### src/rtl/pcm_frame_port.sv
`timescale 1ns/1ps
module pcm_frame_port #(
  parameter int CLKS_PER_BIT = 8,
  parameter int FRAME_BITS   = 256,
  parameter int SAMPLE_BITS  = 8,
  parameter int CHANNELS     = 2
) (
  input  logic                            clk_i,
  input  logic                            rst_ni,
  input  logic                            cfg_wr_i,
  input  logic                            cfg_ext_i,
  input  logic                            sclk_i,
  output logic                            sclk_o,
  output logic                            sclk_oe_o,
  output logic                            frame_o,
  input  logic                            rxfs_n_i,
  input  logic                            txfs_n_i,
  input  logic [CHANNELS-1:0]             dr_i,
  output logic [CHANNELS-1:0]             dx_o,
  output logic [CHANNELS-1:0]             dx_oe_o,
  input  logic [CHANNELS-1:0]             tx_wr_i,
  input  logic [CHANNELS*SAMPLE_BITS-1:0] tx_data_i,
  output logic                            rx_valid_o,
  output logic [CHANNELS*SAMPLE_BITS-1:0] rx_data_o
);
  localparam int DIVW = $clog2(CLKS_PER_BIT);
  localparam int FCW  = $clog2(FRAME_BITS);
  localparam int CNTW = $clog2(SAMPLE_BITS + 1);
  localparam int HALF = CLKS_PER_BIT / 2;
  localparam logic [DIVW-1:0] DIV_LAST = DIVW'(CLKS_PER_BIT - 1);
  localparam logic [DIVW-1:0] DIV_MID  = DIVW'(HALF - 1);
  localparam logic [FCW-1:0]  FC_LAST  = FCW'(FRAME_BITS - 1);
  localparam logic [CNTW-1:0] CNT_FULL = CNTW'(SAMPLE_BITS);
  localparam logic [CNTW-1:0] CNT_ONE  = CNTW'(1);

  typedef logic [SAMPLE_BITS-1:0] sample_t;

  logic            ext_q, mode_chg;
  logic [DIVW-1:0] div_q;
  logic [FCW-1:0]  fcnt_q;
  logic            sclk_q, fr_q;
  logic            s_meta, s_sync, s_prev;
  logic            rfs_meta, rfs_sync, tfs_meta, tfs_sync;
  logic            rfs_prev, tfs_prev;
  logic [CHANNELS-1:0] dr_meta, dr_sync, dr_s;
  logic            rise_evt, frame_wrap;
  logic            tx_start, tx_commit, rx_start, rx_commit, rx_last;
  logic [CNTW-1:0] tx_cnt, rx_cnt;
  logic            rx_full, rxv_q;
  sample_t hold_q [CHANNELS];
  sample_t next_q [CHANNELS];
  sample_t tsh_q  [CHANNELS];
  sample_t rsh_q  [CHANNELS];
  sample_t rxd_q  [CHANNELS];
  sample_t rx_nxt [CHANNELS];

  assign mode_chg   = cfg_wr_i && (cfg_ext_i != ext_q);
  assign frame_wrap = (fcnt_q == FC_LAST);
  assign rise_evt   = ext_q ? (s_sync && !s_prev) : (div_q == DIV_LAST);
  assign tx_start   = rise_evt && (ext_q ? (tfs_prev && !tfs_sync) : frame_wrap);
  assign tx_commit  = rise_evt && ext_q && !tfs_prev && tfs_sync;
  assign rx_start   = rise_evt && (ext_q ? (rfs_prev && !rfs_sync) : frame_wrap);
  assign rx_commit  = rise_evt && ext_q && !rfs_prev && rfs_sync;
  assign rx_last    = rise_evt && !rx_start && (rx_cnt == CNT_ONE);
  assign dr_s       = ext_q ? dr_sync : dr_i;

  assign sclk_o     = sclk_q;
  assign sclk_oe_o  = !ext_q;
  assign frame_o    = fr_q && !ext_q;
  assign rx_valid_o = rxv_q;

  for (genvar c = 0; c < CHANNELS; c++) begin : g_ch
    assign rx_nxt[c] = {rsh_q[c][SAMPLE_BITS-2:0], dr_s[c]};
    assign dx_o[c]    = tsh_q[c][SAMPLE_BITS-1];
    assign dx_oe_o[c] = (tx_cnt != '0);
    assign rx_data_o[c*SAMPLE_BITS +: SAMPLE_BITS] = rxd_q[c];
  end

  always_ff @(posedge clk_i or negedge rst_ni) begin
    if (!rst_ni) begin
      s_meta <= 1'b0; s_sync <= 1'b0; s_prev <= 1'b0;
      rfs_meta <= 1'b1; rfs_sync <= 1'b1;
      tfs_meta <= 1'b1; tfs_sync <= 1'b1;
      dr_meta <= '0; dr_sync <= '0;
    end else begin
      s_meta <= sclk_i;   s_sync <= s_meta;  s_prev <= s_sync;
      rfs_meta <= rxfs_n_i; rfs_sync <= rfs_meta;
      tfs_meta <= txfs_n_i; tfs_sync <= tfs_meta;
      dr_meta <= dr_i;    dr_sync <= dr_meta;
    end
  end

  always_ff @(posedge clk_i or negedge rst_ni) begin
    if (!rst_ni) begin
      ext_q  <= 1'b1;
      div_q  <= '0;
      sclk_q <= 1'b0;
      fcnt_q <= FC_LAST;
      fr_q   <= 1'b0;
    end else if (mode_chg) begin
      ext_q  <= cfg_ext_i;
      div_q  <= '0;
      sclk_q <= 1'b0;
      fcnt_q <= FC_LAST;
      fr_q   <= 1'b0;
    end else if (!ext_q) begin
      if (div_q == DIV_LAST) begin
        div_q  <= '0;
        sclk_q <= 1'b1;
        fcnt_q <= frame_wrap ? '0 : fcnt_q + 1'b1;
        fr_q   <= frame_wrap;
      end else begin
        div_q <= div_q + 1'b1;
        if (div_q == DIV_MID) sclk_q <= 1'b0;
      end
    end
  end

  always_ff @(posedge clk_i or negedge rst_ni) begin
    if (!rst_ni) begin
      rfs_prev <= 1'b1;
      tfs_prev <= 1'b1;
    end else if (mode_chg) begin
      rfs_prev <= 1'b1;
      tfs_prev <= 1'b1;
    end else if (rise_evt && ext_q) begin
      rfs_prev <= rfs_sync;
      tfs_prev <= tfs_sync;
    end
  end

  always_ff @(posedge clk_i or negedge rst_ni) begin
    if (!rst_ni) begin
      tx_cnt <= '0;
      for (int c = 0; c < CHANNELS; c++) begin
        hold_q[c] <= '0; next_q[c] <= '0; tsh_q[c] <= '0;
      end
    end else begin
      for (int c = 0; c < CHANNELS; c++)
        if (tx_wr_i[c]) hold_q[c] <= tx_data_i[c*SAMPLE_BITS +: SAMPLE_BITS];
      if (mode_chg) begin
        tx_cnt <= '0;
        for (int c = 0; c < CHANNELS; c++) next_q[c] <= '0;
      end else begin
        if (tx_commit)
          for (int c = 0; c < CHANNELS; c++) next_q[c] <= hold_q[c];
        if (tx_start) begin
          tx_cnt <= CNT_FULL;
          for (int c = 0; c < CHANNELS; c++) tsh_q[c] <= ext_q ? next_q[c] : hold_q[c];
        end else if (rise_evt && tx_cnt != '0) begin
          tx_cnt <= tx_cnt - 1'b1;
          for (int c = 0; c < CHANNELS; c++) tsh_q[c] <= tsh_q[c] << 1;
        end
      end
    end
  end

  always_ff @(posedge clk_i or negedge rst_ni) begin
    if (!rst_ni) begin
      rx_cnt  <= '0;
      rx_full <= 1'b0;
      rxv_q   <= 1'b0;
      for (int c = 0; c < CHANNELS; c++) begin
        rsh_q[c] <= '0; rxd_q[c] <= '0;
      end
    end else if (mode_chg) begin
      rx_cnt  <= '0;
      rx_full <= 1'b0;
      rxv_q   <= 1'b0;
    end else begin
      rxv_q <= 1'b0;
      if (rx_start) begin
        rx_cnt  <= CNT_FULL;
        rx_full <= 1'b0;
      end else if (rise_evt && rx_cnt != '0) begin
        rx_cnt <= rx_cnt - 1'b1;
        for (int c = 0; c < CHANNELS; c++) rsh_q[c] <= rx_nxt[c];
        if (rx_last) begin
          if (ext_q) rx_full <= 1'b1;
          else begin
            rxv_q <= 1'b1;
            for (int c = 0; c < CHANNELS; c++) rxd_q[c] <= rx_nxt[c];
          end
        end
      end
      if (rx_commit && (rx_full || rx_last)) begin
        rxv_q   <= 1'b1;
        rx_full <= 1'b0;
        for (int c = 0; c < CHANNELS; c++) rxd_q[c] <= rx_last ? rx_nxt[c] : rsh_q[c];
      end
    end
  end

  AST_FRAME_ON_CLOCK_RISE: assert property (@(posedge clk_i) disable iff (!rst_ni)
    $rose(frame_o) |-> sclk_o);
  AST_RX_STROBE_SINGLE: assert property (@(posedge clk_i) disable iff (!rst_ni)
    rx_valid_o |=> !rx_valid_o);
  AST_DX_START_ON_RISE: assert property (@(posedge clk_i) disable iff (!rst_ni)
    $rose(dx_oe_o[0]) |-> $past(rise_evt));
  AST_DX_RELEASE_ON_EVENT: assert property (@(posedge clk_i) disable iff (!rst_ni)
    $fell(dx_oe_o[0]) |-> $past(rise_evt || mode_chg));
  AST_SWITCH_TO_SLAVE_FLOATS: assert property (@(posedge clk_i) disable iff (!rst_ni)
    (cfg_wr_i && cfg_ext_i) |=> (!sclk_oe_o && dx_oe_o == '0));
endmodule

### config.mk
export PLATFORM = sky130hd
export DESIGN_NAME = pcm_frame_port
export DESIGN_NICKNAME = d
export VERILOG_FILES = /design/src/rtl/pcm_frame_port.sv
export SDC_FILE = /design/constraint.sdc
export NUM_CORES = 1
export LEC_CHECK = 0
export ABC_AREA = 1
export CORE_AREA = 2 2 109 111
export CTS_BUF_LIST = sky130_fd_sc_hd__clkbuf_16
export CTS_CLUSTER_SIZE = 40
export DETAILED_ROUTE_END_ITERATION = 7
export DIE_AREA = 0 0 111 113
export DONT_BUFFER_PORTS = 1
export PLACE_DENSITY_LB_ADDON = 0.08
export SYNTH_ARGS = -nofsm -noshare
export SYNTH_HDL_FRONTEND = slang
export SYNTH_SLANG_ARGS = --single-unit
### constraint.sdc
create_clock -name clk_i -period 1.9 [get_ports clk_i]
set_input_delay 0 -clock clk_i [delete_from_list [all_inputs] [get_ports clk_i]]
set_output_delay 0 -clock clk_i [all_outputs]
set_load 0.01 [all_outputs]
* After elaboration in Yosys (flattened, before gate mapping) *
Cells that the tools add are included.

word-level totals
  input bits = 27
  output and inout bits = 24
  flip-flop bits (word level) = 117
  logic and storage cells = 142

operators by class
  bitwise logic cells = 2
  add/subtract/negate cells = 4
  reduce and logical (&&, ||, !) cells = 45
  muxes and demuxes = 53
  eq/ne operators = 8

operator list
  kind                                                    number
  two-way mux 16 bit                                      9
  two-way mux 8 bit                                       8
  two-way mux 1 bit                                       26
  two-way mux 4 bit                                       6
  nonzero test 4 bit                                      5
  logical AND 1 bit                                       17
  nonzero test 2 bit                                      6
  two-way mux 3 bit                                       3
  nonzero test 3 bit                                      3
  adder 8 x 1 -> 8 bit (second input constant)            1
  == test 8 bit (second input constant)                   1
  subtractor 4 x 1 -> 4 bit (second input constant)       2
  zero test 1 bit                                         7
  inequality test 2 x 1 -> 1 bit (second input constant)  3
  AND reduction 2 bit                                     3
  AND reduction 3 bit                                     2
  AND reduction 5 bit                                     1
  == test 4 x 1 -> 1 bit (second input constant)          1
  adder 3 x 1 -> 3 bit (second input constant)            1
  == test 3 x 2 -> 1 bit (second input constant)          1
  == test 3 bit (second input constant)                   1
  two-way mux 2 bit                                       1
  NOT 1 bit                                               2
  logical OR 1 bit                                        1
  inequality test 1 bit                                   1

* Logic depth before layout (Yosys ltp) *
Gate-level depths: netlist of the first run.

  depth after elaboration = 12
  gate-level depth with buffers = 14
  mapped depth without buffers = 13

* Least setup slack after synthesis of the first run *
OpenSTA, ideal clock, no wires.

  path kind = register to register
  from = register fcnt_q[0]
  to = register rxd_q (netlist bit rx_data_o[0])
  path buffers = 1
  cell stages (with the launch flop) = 15
  arrival time = 1.899 ns
  period minus slack after synthesis = 1.964 ns
  data required time = 1.835 ns
  setup slack = -0.064 ns
  setup time = 0.065 ns
  path through = dfstp_2 ha_1 inv_1 nor2_1 nand2_1 nand2_2 nand2_4 nand2_4 nand2_2 nand2_4 nand2_1 nand2_2 buf_4 nand2_1 nand2_1

between the ends
  cells in the longest elaborated chain, start to end = 10
  elaborated cells between the ends (all ways) = 15
  those cells by class = eq/ne: 3; mux: 3; reduce/logical: 9

RTL lines
  item                                                                                   line  text
  start: declaration                                                                     40    logic [FCW-1:0] fcnt_q;
  start signal: assignment                                                               110   fcnt_q <= frame_wrap ? '0 : fcnt_q + 1'b1;
  == test 8 bit (*)                                                                      58    assign frame_wrap = (fcnt_q == FC_LAST);
  two-way mux 1 bit (*)                                                                  62    assign rx_start = rise_evt && (ext_q ? (rfs_prev && !rfs_sync) : frame_wrap);
  logical AND 1 bit (*)                                                                  62
  zero test 1 bit                                                                        64    assign rx_last = rise_evt && !rx_start && (rx_cnt == CNT_ONE);
  logical AND 1 bit (2 in series)                                                        64
  logical OR 1 bit                                                                       186   if (rx_commit && (rx_full || rx_last)) begin
  logical AND 1 bit                                                                      186
  inequality test 2 x 1 -> 1 bit (no line) / nonzero test 2 bit (equally long branches)  -
  AND reduction 5 bit (no line)                                                          -
  end signal: indexed assignment                                                         164   rsh_q[c] <= '0; rxd_q[c] <= '0;
  end: declaration                                                                       54    sample_t rxd_q [CHANNELS];

Mark *: on every way between the ends. The rest lies on a longest branch, timed or not.
A chain may end at the register's enable or synchronous reset.

* Worst setup path after layout of the first run *
  from = register ext_q
  to = register rxd_q (netlist bit rx_data_o[2])

between the ends
  cells in the longest elaborated chain, start to end = 9
  elaborated cells between the ends (all ways) = 22
  those cells by class = eq/ne: 3; mux: 4; bitwise: 1; reduce/logical: 14

RTL lines
  item                                                                                   line    text
  start: declaration                                                                     38      logic ext_q, mode_chg;
  start signal: assignment                                                               101     ext_q <= cfg_ext_i;
  two-way mux 1 bit, on equally long branches                                            59, 62
  logical AND 1 bit                                                                      62
  zero test 1 bit                                                                        64
  logical AND 1 bit (2 in series)                                                        64
  logical OR 1 bit                                                                       186
  logical AND 1 bit                                                                      186
  inequality test 2 x 1 -> 1 bit (no line) / nonzero test 2 bit (equally long branches)  -
  AND reduction 5 bit (no line)                                                          -

Several ways; a longest one is shown, not always the timed one.

==> results of run 1 <==
==> routing by layer <==
layer  track usage  vias to the layer above  share of wire
li1              -                     2268              -
met1         0.262                     2070           0.46
met2         0.353                       80           0.49
met3        0.0498                       20          0.030
met4        0.0933                        0          0.020
met5             0                        -              0
==> sequential cells by signal (all words and copies together), names as in the netlist, 2 cells and up <==
register   cells
next_q        16
tsh_q         14
dr_meta        2
div_q          3
dr_sync        2
hold_q        16
dx_o           2
rsh_q         16
rx_cnt         4
fcnt_q         8
tx_cnt         4
rx_data_o     16
==> cells by family after synthesis <==
family | after synthesis
AOI/OAI and AO/OA | 111
xor gates and xnor gates | 5
adders and majority gates | 8
buffers and inverters | 105
DFF | 117
muxes | 2
and+or+nand+nor | 316
==> final cells by class <==
type	instances	area share
multi-input cells	443	0.325
repair buffers	69	0.106
inverters	76	0.0424
clock inverters	15	0.0177
well taps	143	0.0256
flip-flops and latches	117	0.422
clock buffers	17	0.0609
==> power by group <==
| group | switching [mW] | total (mW) | internal, mW |
|---|---|---|---|
| Sequential | 0.328 | 3.32 | 3.00 |
| Clock | 1.09 | 2.97 | 1.88 |
| Combinational | 1.60 | 2.68 | 1.08 |
| Total | 3.02 | 8.98 | 5.96 |
==> path summary, 6_finish.rpt <==
| kind | depth (start not counted) | slack, ns | end | startpoint |
|---|---|---|---|---|
| worst max register to register | 8 | -0.02 | rx_data_o[2] | ext_q |
| min in group clk_i | 1 | 0.13 | tfs_meta | txfs_n_i |
| max in group asynchronous | 0 | 2.39 | tfs_prev | rst_ni |
| worst min register to register | 0 | 0.35 | tfs_sync | tfs_meta |
| worst max-delay path | 8 | -0.02 | rx_data_o[2] | ext_q |
| worst min-delay path | 0 | -0.72 | rx_data_o[5] | rst_ni |
==> worst max-delay path, stage by stage (launching register included) <==
cell	delay (ns)
dfstp_2	0.64
buf_12	0.14
o21ai_0	0.15
nand2_4	0.15
nand4_1	0.25
a21oi_4	0.24
buf_12	0.16
nand2_1	0.06
nand2_1	0.07
==> layout by cell type (no fill, tap or decap), types with 9 or more instances in the layout <==
master	netlist	routed
nand2_1	239	234
dfrtp_1	102	102
inv_1	71	72
o21ai_0	59	56
nand3_1	45	45
buf_4	8	28
dlygate4sd3_1	0	25
o22ai_1	23	23
clkbuf_16	0	20
dfstp_2	15	15
nand2_4	5	9
o211ai_1	9	9
==> what timing repair did <==
item | CTS | global route
hold endpoints to repair | 145 | 117
resized for setup | 8 | 34
gates cloned | 0 | 4
setup buffers | 1 | 9
pin swaps | 2 | 7
endpoints found under the setup margin | 34 | 67
==> out/qor.csv, run 1 <==
metric,value,unit
outcome,"finished, violations left",
violations,"hold timing, setup timing",
synth-xor-area-share,0.00790,
drc,0,
ys_seq_area_frac,0.532,
core,0.0113,mm2
fill_cells,937,
multiInputGateArea,0.00227,mm2
drive_gt1_frac,0.167,
start_kind,flop,
grt_pass1_wl,21100,um
ys.flop_type,dfrtp_1,
path_clk_slew,0.05,ns
peakVddDrop,830,uV
synth_compound_area_frac,0.115,
fp-row-count,39,
powerDensity,1280,mW/mm2
rsz0062_at_grt,true,
die_w,111,um
pre_cts_slack,-0.0748,ns
synth-seq-cells,117,
htree_levels,4,
grt_pass1_vias,4441,
whs,-0.722,ns
fmax,0.520,GHz
max-slew-margin-rel,0.707,
fin_ws,-0.0223,ns
fp.dieH,113,um
areaGrowthSynthToFinish,26.1,%
synthCells,664,
synth_area_per_cell,8.34,um2
die-area,0.0125,mm2
fin_skew,0.00810,ns
gp_congestion,0.831,
dr.pass1.iters,4,
synth_top_family_by_area,simple AND/OR/NAND/NOR gates,
leakagePower,3.53,nW
viasPerCell,5.04,
final_cell_area,0.00699,mm2
dpl_cell_area,0.00585,mm2
ys.warnings.count,0,
drt_iter0_drc,236,
clk_latency,0.42,ns
cap_viol_max_count,0,
ios,51,
grt_util_all_layers,0.210,
hold_viol,117,
crit_arrival,2.27,ns
post-synth-top-count-cell,nand2_1,
yosysTopAreaCell,dfrtp_1,
vias,4438,
clockRootBuffer,clkbuf_16,
diodes,0,
period_share,1.01,
worst_slew_pin_slew,0.437,ns
synth_simple_gate_area_frac,0.242,
yosysUniqueCellTypes,35,
ant_nets,0,
synthAdderAreaFrac,0.0181,
cts_made_buffers,17,
synth_top_area_share,0.461,
grt_remaining_overflow,0,
wl_per_cell,14.6,um
antenna_found_initial,0,
post-route-min-period,1.92,ns
finalPower,8.98,mW
finish.utilization,0.620,
synthTopCellsByCount,"239 x nand2_1, 102 x dfrtp_1, 71 x inv_1",
netlist_area,0.00554,mm2
cp-end-kind,flop,
io_buffers,0,
final_nets,759,
path_max_fanout,17,
place_hpwl,7930,um
cp.required,2.25,ns
synthTopCellsByArea,"dfrtp_1 46%, nand2_1 16%, dfstp_2 7.1%, o21ai_0 5.3%, inv_1 4.8%",
slew_violations,0,
synth_edf_count,0,
cts_buffer_depth,2,
start_util,0.492,
finalNonFillerCells,880,
cts_tree,done,
setup_viol,2,
worstHoldPathType,input pin to async pin,
synthArstFlopShare,1.00,
wl,12900,um
cts_hold_buf,25,
synth.area.mux_share,0.00361,
fin_tns_setup,-0.0228,ns
timing.setup.critical_path_class,flop to flop,
area.sequential,0.00295,mm2
clock-sinks,117,
syn_nets,699,
grt_max_degree,118,
dp_cells,809,
(Power assumes the default switching activity.)
==> run 2, diff against run 1 <==
--- a/config.mk
+++ b/config.mk
@@ -12,7 +12,7 @@
 export DETAILED_ROUTE_END_ITERATION = 7
 export DIE_AREA = 0 0 111 113
 export DONT_BUFFER_PORTS = 1
-export PLACE_DENSITY_LB_ADDON = 0.08
+export PLACE_DENSITY = 0.76
 export SYNTH_ARGS = -nofsm -noshare
 export SYNTH_HDL_FRONTEND = slang
 export SYNTH_SLANG_ARGS = --single-unit
==> out/qor.csv, run 2 (synthesized netlist as in run 1, its figures left out) <==
metric,value,unit,change
setup_viol,1,,-1
crit_top_cell,nand2_1,,
hold_viol,117,,unchanged
antenna_found_initial,0,,unchanged
grt_pass1_wl,20400,um,-3.2%
final_cell_mix,"233 x nand2_1, 102 x dfrtp_1, 70 x inv_1",,
fp-row-count,39,,unchanged
drc,0,,unchanged
ant_nets,0,,unchanged
start_util,0.492,,unchanged
p_int,5.80,mW,-2.6%
p_seq_frac,0.376,,+0.006
post-route-min-period,1.91,ns,-0.0162 ns
areaGrowthSynthToFinish,24.7,%,
dpl_cell_area,0.00579,mm2,-0.94%
ios,51,,unchanged
leakagePower,3.46,nW,-1.9%
cp.required,2.26,ns,about the same
die-area,0.0125,mm2,unchanged
dr.pass1.iters,5,,+1
cts_buffer_depth,2,,unchanged
crit_arrival,2.26,ns,about the same
area.sequential,0.00295,mm2,unchanged
wl_met1,5430,um,-7.9%
fin_skew,0.00961,ns,+0.00151 ns
rsz0062_at_grt,true,,
grt_pass1_vias,4374,,-1.5%
grt_max_degree,118,,unchanged
htree_levels,4,,unchanged
diodes,0,,unchanged
final_nets,755,,-0.53%
wl_met2,6350,um,+0.30%
vias,4577,,+3.1%
clockPowerShare,0.328,,-0.003
cap_viol_max_count,0,,unchanged
pre_cts_slack,-0.0713,ns,+0.00344 ns
violations,"hold timing, setup timing",,
multiInputGateArea,0.00229,mm2,+0.94%
fp.dieH,113,um,unchanged
cts_made_buffers,17,,unchanged
clk_latency,0.42,ns,about the same
wl,12600,um,-1.8%
grt_util_all_layers,0.205,,-0.00572
worst_path_largest_cell_delay,0.65,ns,about the same
gp_congestion,0.825,,-0.66%
rrSetupSlack,-0.006,ns,+0.02 ns
die_w,111,um,unchanged
drt_iter0_drc,378,,+60%
period_share,1.00,,-0.00851
cp-end-kind,flop,,
p_switching,3.10,mW,+2.5%
power_frac_comb,0.297,,-0.002
final_common_cell,nand2_1,,
final_cell_area,0.00691,mm2,-1.2%
fin_ws,-0.00612,ns,+0.0162 ns
routed.top_layer,met4,,
worst_slew_pin_slew,0.445,ns,+0.00717 ns
r2r-start,ext_q,,
dp_cells,805,,-0.49%
start_kind,flop,,
path_max_fanout,17,,unchanged
peakVddDrop,911,uV,+9.8%
reg2reg_to,rx_data_o[5],,
worst_r2r_path_depth,9,,+1
wl_met3,595,um,+57%
clockRootBuffer,clkbuf_16,,
slew_violations,0,,unchanged
wl_per_cell,14.4,um,-1.3%
viasPerCell,5.22,,+3.6%
whs,-0.726,ns,-0.00376 ns
io_buffers,0,,unchanged
swShare,0.348,,+0.0115
cts_tree,done,,
timing.setup.critical_path_class,flop to flop,,
max-slew-margin-rel,0.703,,-0.00479
powerDensity,1290,mW/mm2,+0.30%
slowest_stage,dfstp_2,,
fin_tns_setup,-0.00612,ns,+0.0167 ns
place_hpwl,7630,um,-3.8%
fill_cells,890,,-5.0%
outcome,"finished, violations left",,
core,0.0113,mm2,unchanged
path_clk_slew,0.06,ns,about the same
grt_remaining_overflow,0,,unchanged
worstHoldPathType,input pin to async pin,,
crit_chain,"nand3_4, nand2_4, nand2_1, inv_2, nand4_1, a21oi_4, buf_12, nand2_1, nand2_1",,
clock-sinks,117,,unchanged
fmax,0.525,GHz,+0.85%
finalNonFillerCells,876,,-0.45%
drive_gt1_frac,0.169,,+0.00227
## run 2: cell count changes in the layout (fill, tap and decap cells not counted), moves of 3 or more
cell,before,now
o21ai_0,56,50
nand3_2,0,3
buf_12,7,4
nor2_1,8,5
nand3_1,45,42
o21ai_1,3,9
## run 2: worst max-delay path, delay by kind of cell, from the launching register on
family,cells,cell delay (ns)
flops,1,0.65
compound gates,1,0.24
simple gates,6,0.71
buf+inv,2,0.24
## run 2: power by group through the flow
stage / clock [mW] / combinational [mW] / sequential (mW)
final: 2.92 / 2.64 / 3.34
after global routing: 3.10 / 2.97 / 3.39
after floorplan: 0 / 1.74 / 3.24
after global placement: 0 / 2.16 / 3.32
after detailed placement: 0 / 2.25 / 3.35
after CTS: 2.96 / 2.35 / 3.31
## run 2: area by class of cell
cell class | instances | area share
tap | 143 | 0.0259
multi-input combinational | 443 | 0.332
inverter | 76 | 0.0426
timing repair buffer | 65 | 0.0942
sequential | 117 | 0.427
clock buffer | 17 | 0.0616
clock inverter | 15 | 0.0168
## run 2: routing by layer
metal / vias up / global-route usage
li1: 2249 / -
met1: 2184 / 0.247
met2: 120 / 0.339
met3: 24 / 0.0707
met4: 0 / 0.0842
met5: - / 0
## run 2: how the worst max path moves through the flow
stage	from	end	slack (ns)	cells after the start
3_3_place_gp	ext_q	rx_data_o[10]	0.03	8
2_1_floorplan	fcnt_q[0]	rx_data_o[0]	0.007	14
6_report	ext_q	rx_data_o[5]	-0.006	9
5_1_grt	ext_q	rx_data_o[7]	-0.09	9
3_5_place_dp	div_q[0]	rx_data_o[5]	-0.07	10
4_1_cts	div_q[0]	tsh_q[1]	-0.008	11
## run 2: stage by stage
stage | utilization | power [mW]
4_1_cts | 0.590 | 8.62
5_1_grt | 0.613 | 9.46
6_report | 0.613 | 8.90
3_5_place_dp | 0.514 | 5.60
3_3_place_gp | 0.514 | 5.48
2_1_floorplan | - | 4.98
## run 2: repair_timing
item                       CTS  global route
hold endpoints to repair   145           118
cloned                       1             4
gates resized for setup     10            42
setup endpoints to repair   41            62
hold buffers                25             1
buffers inserted             1             8
pin swaps                    1            14
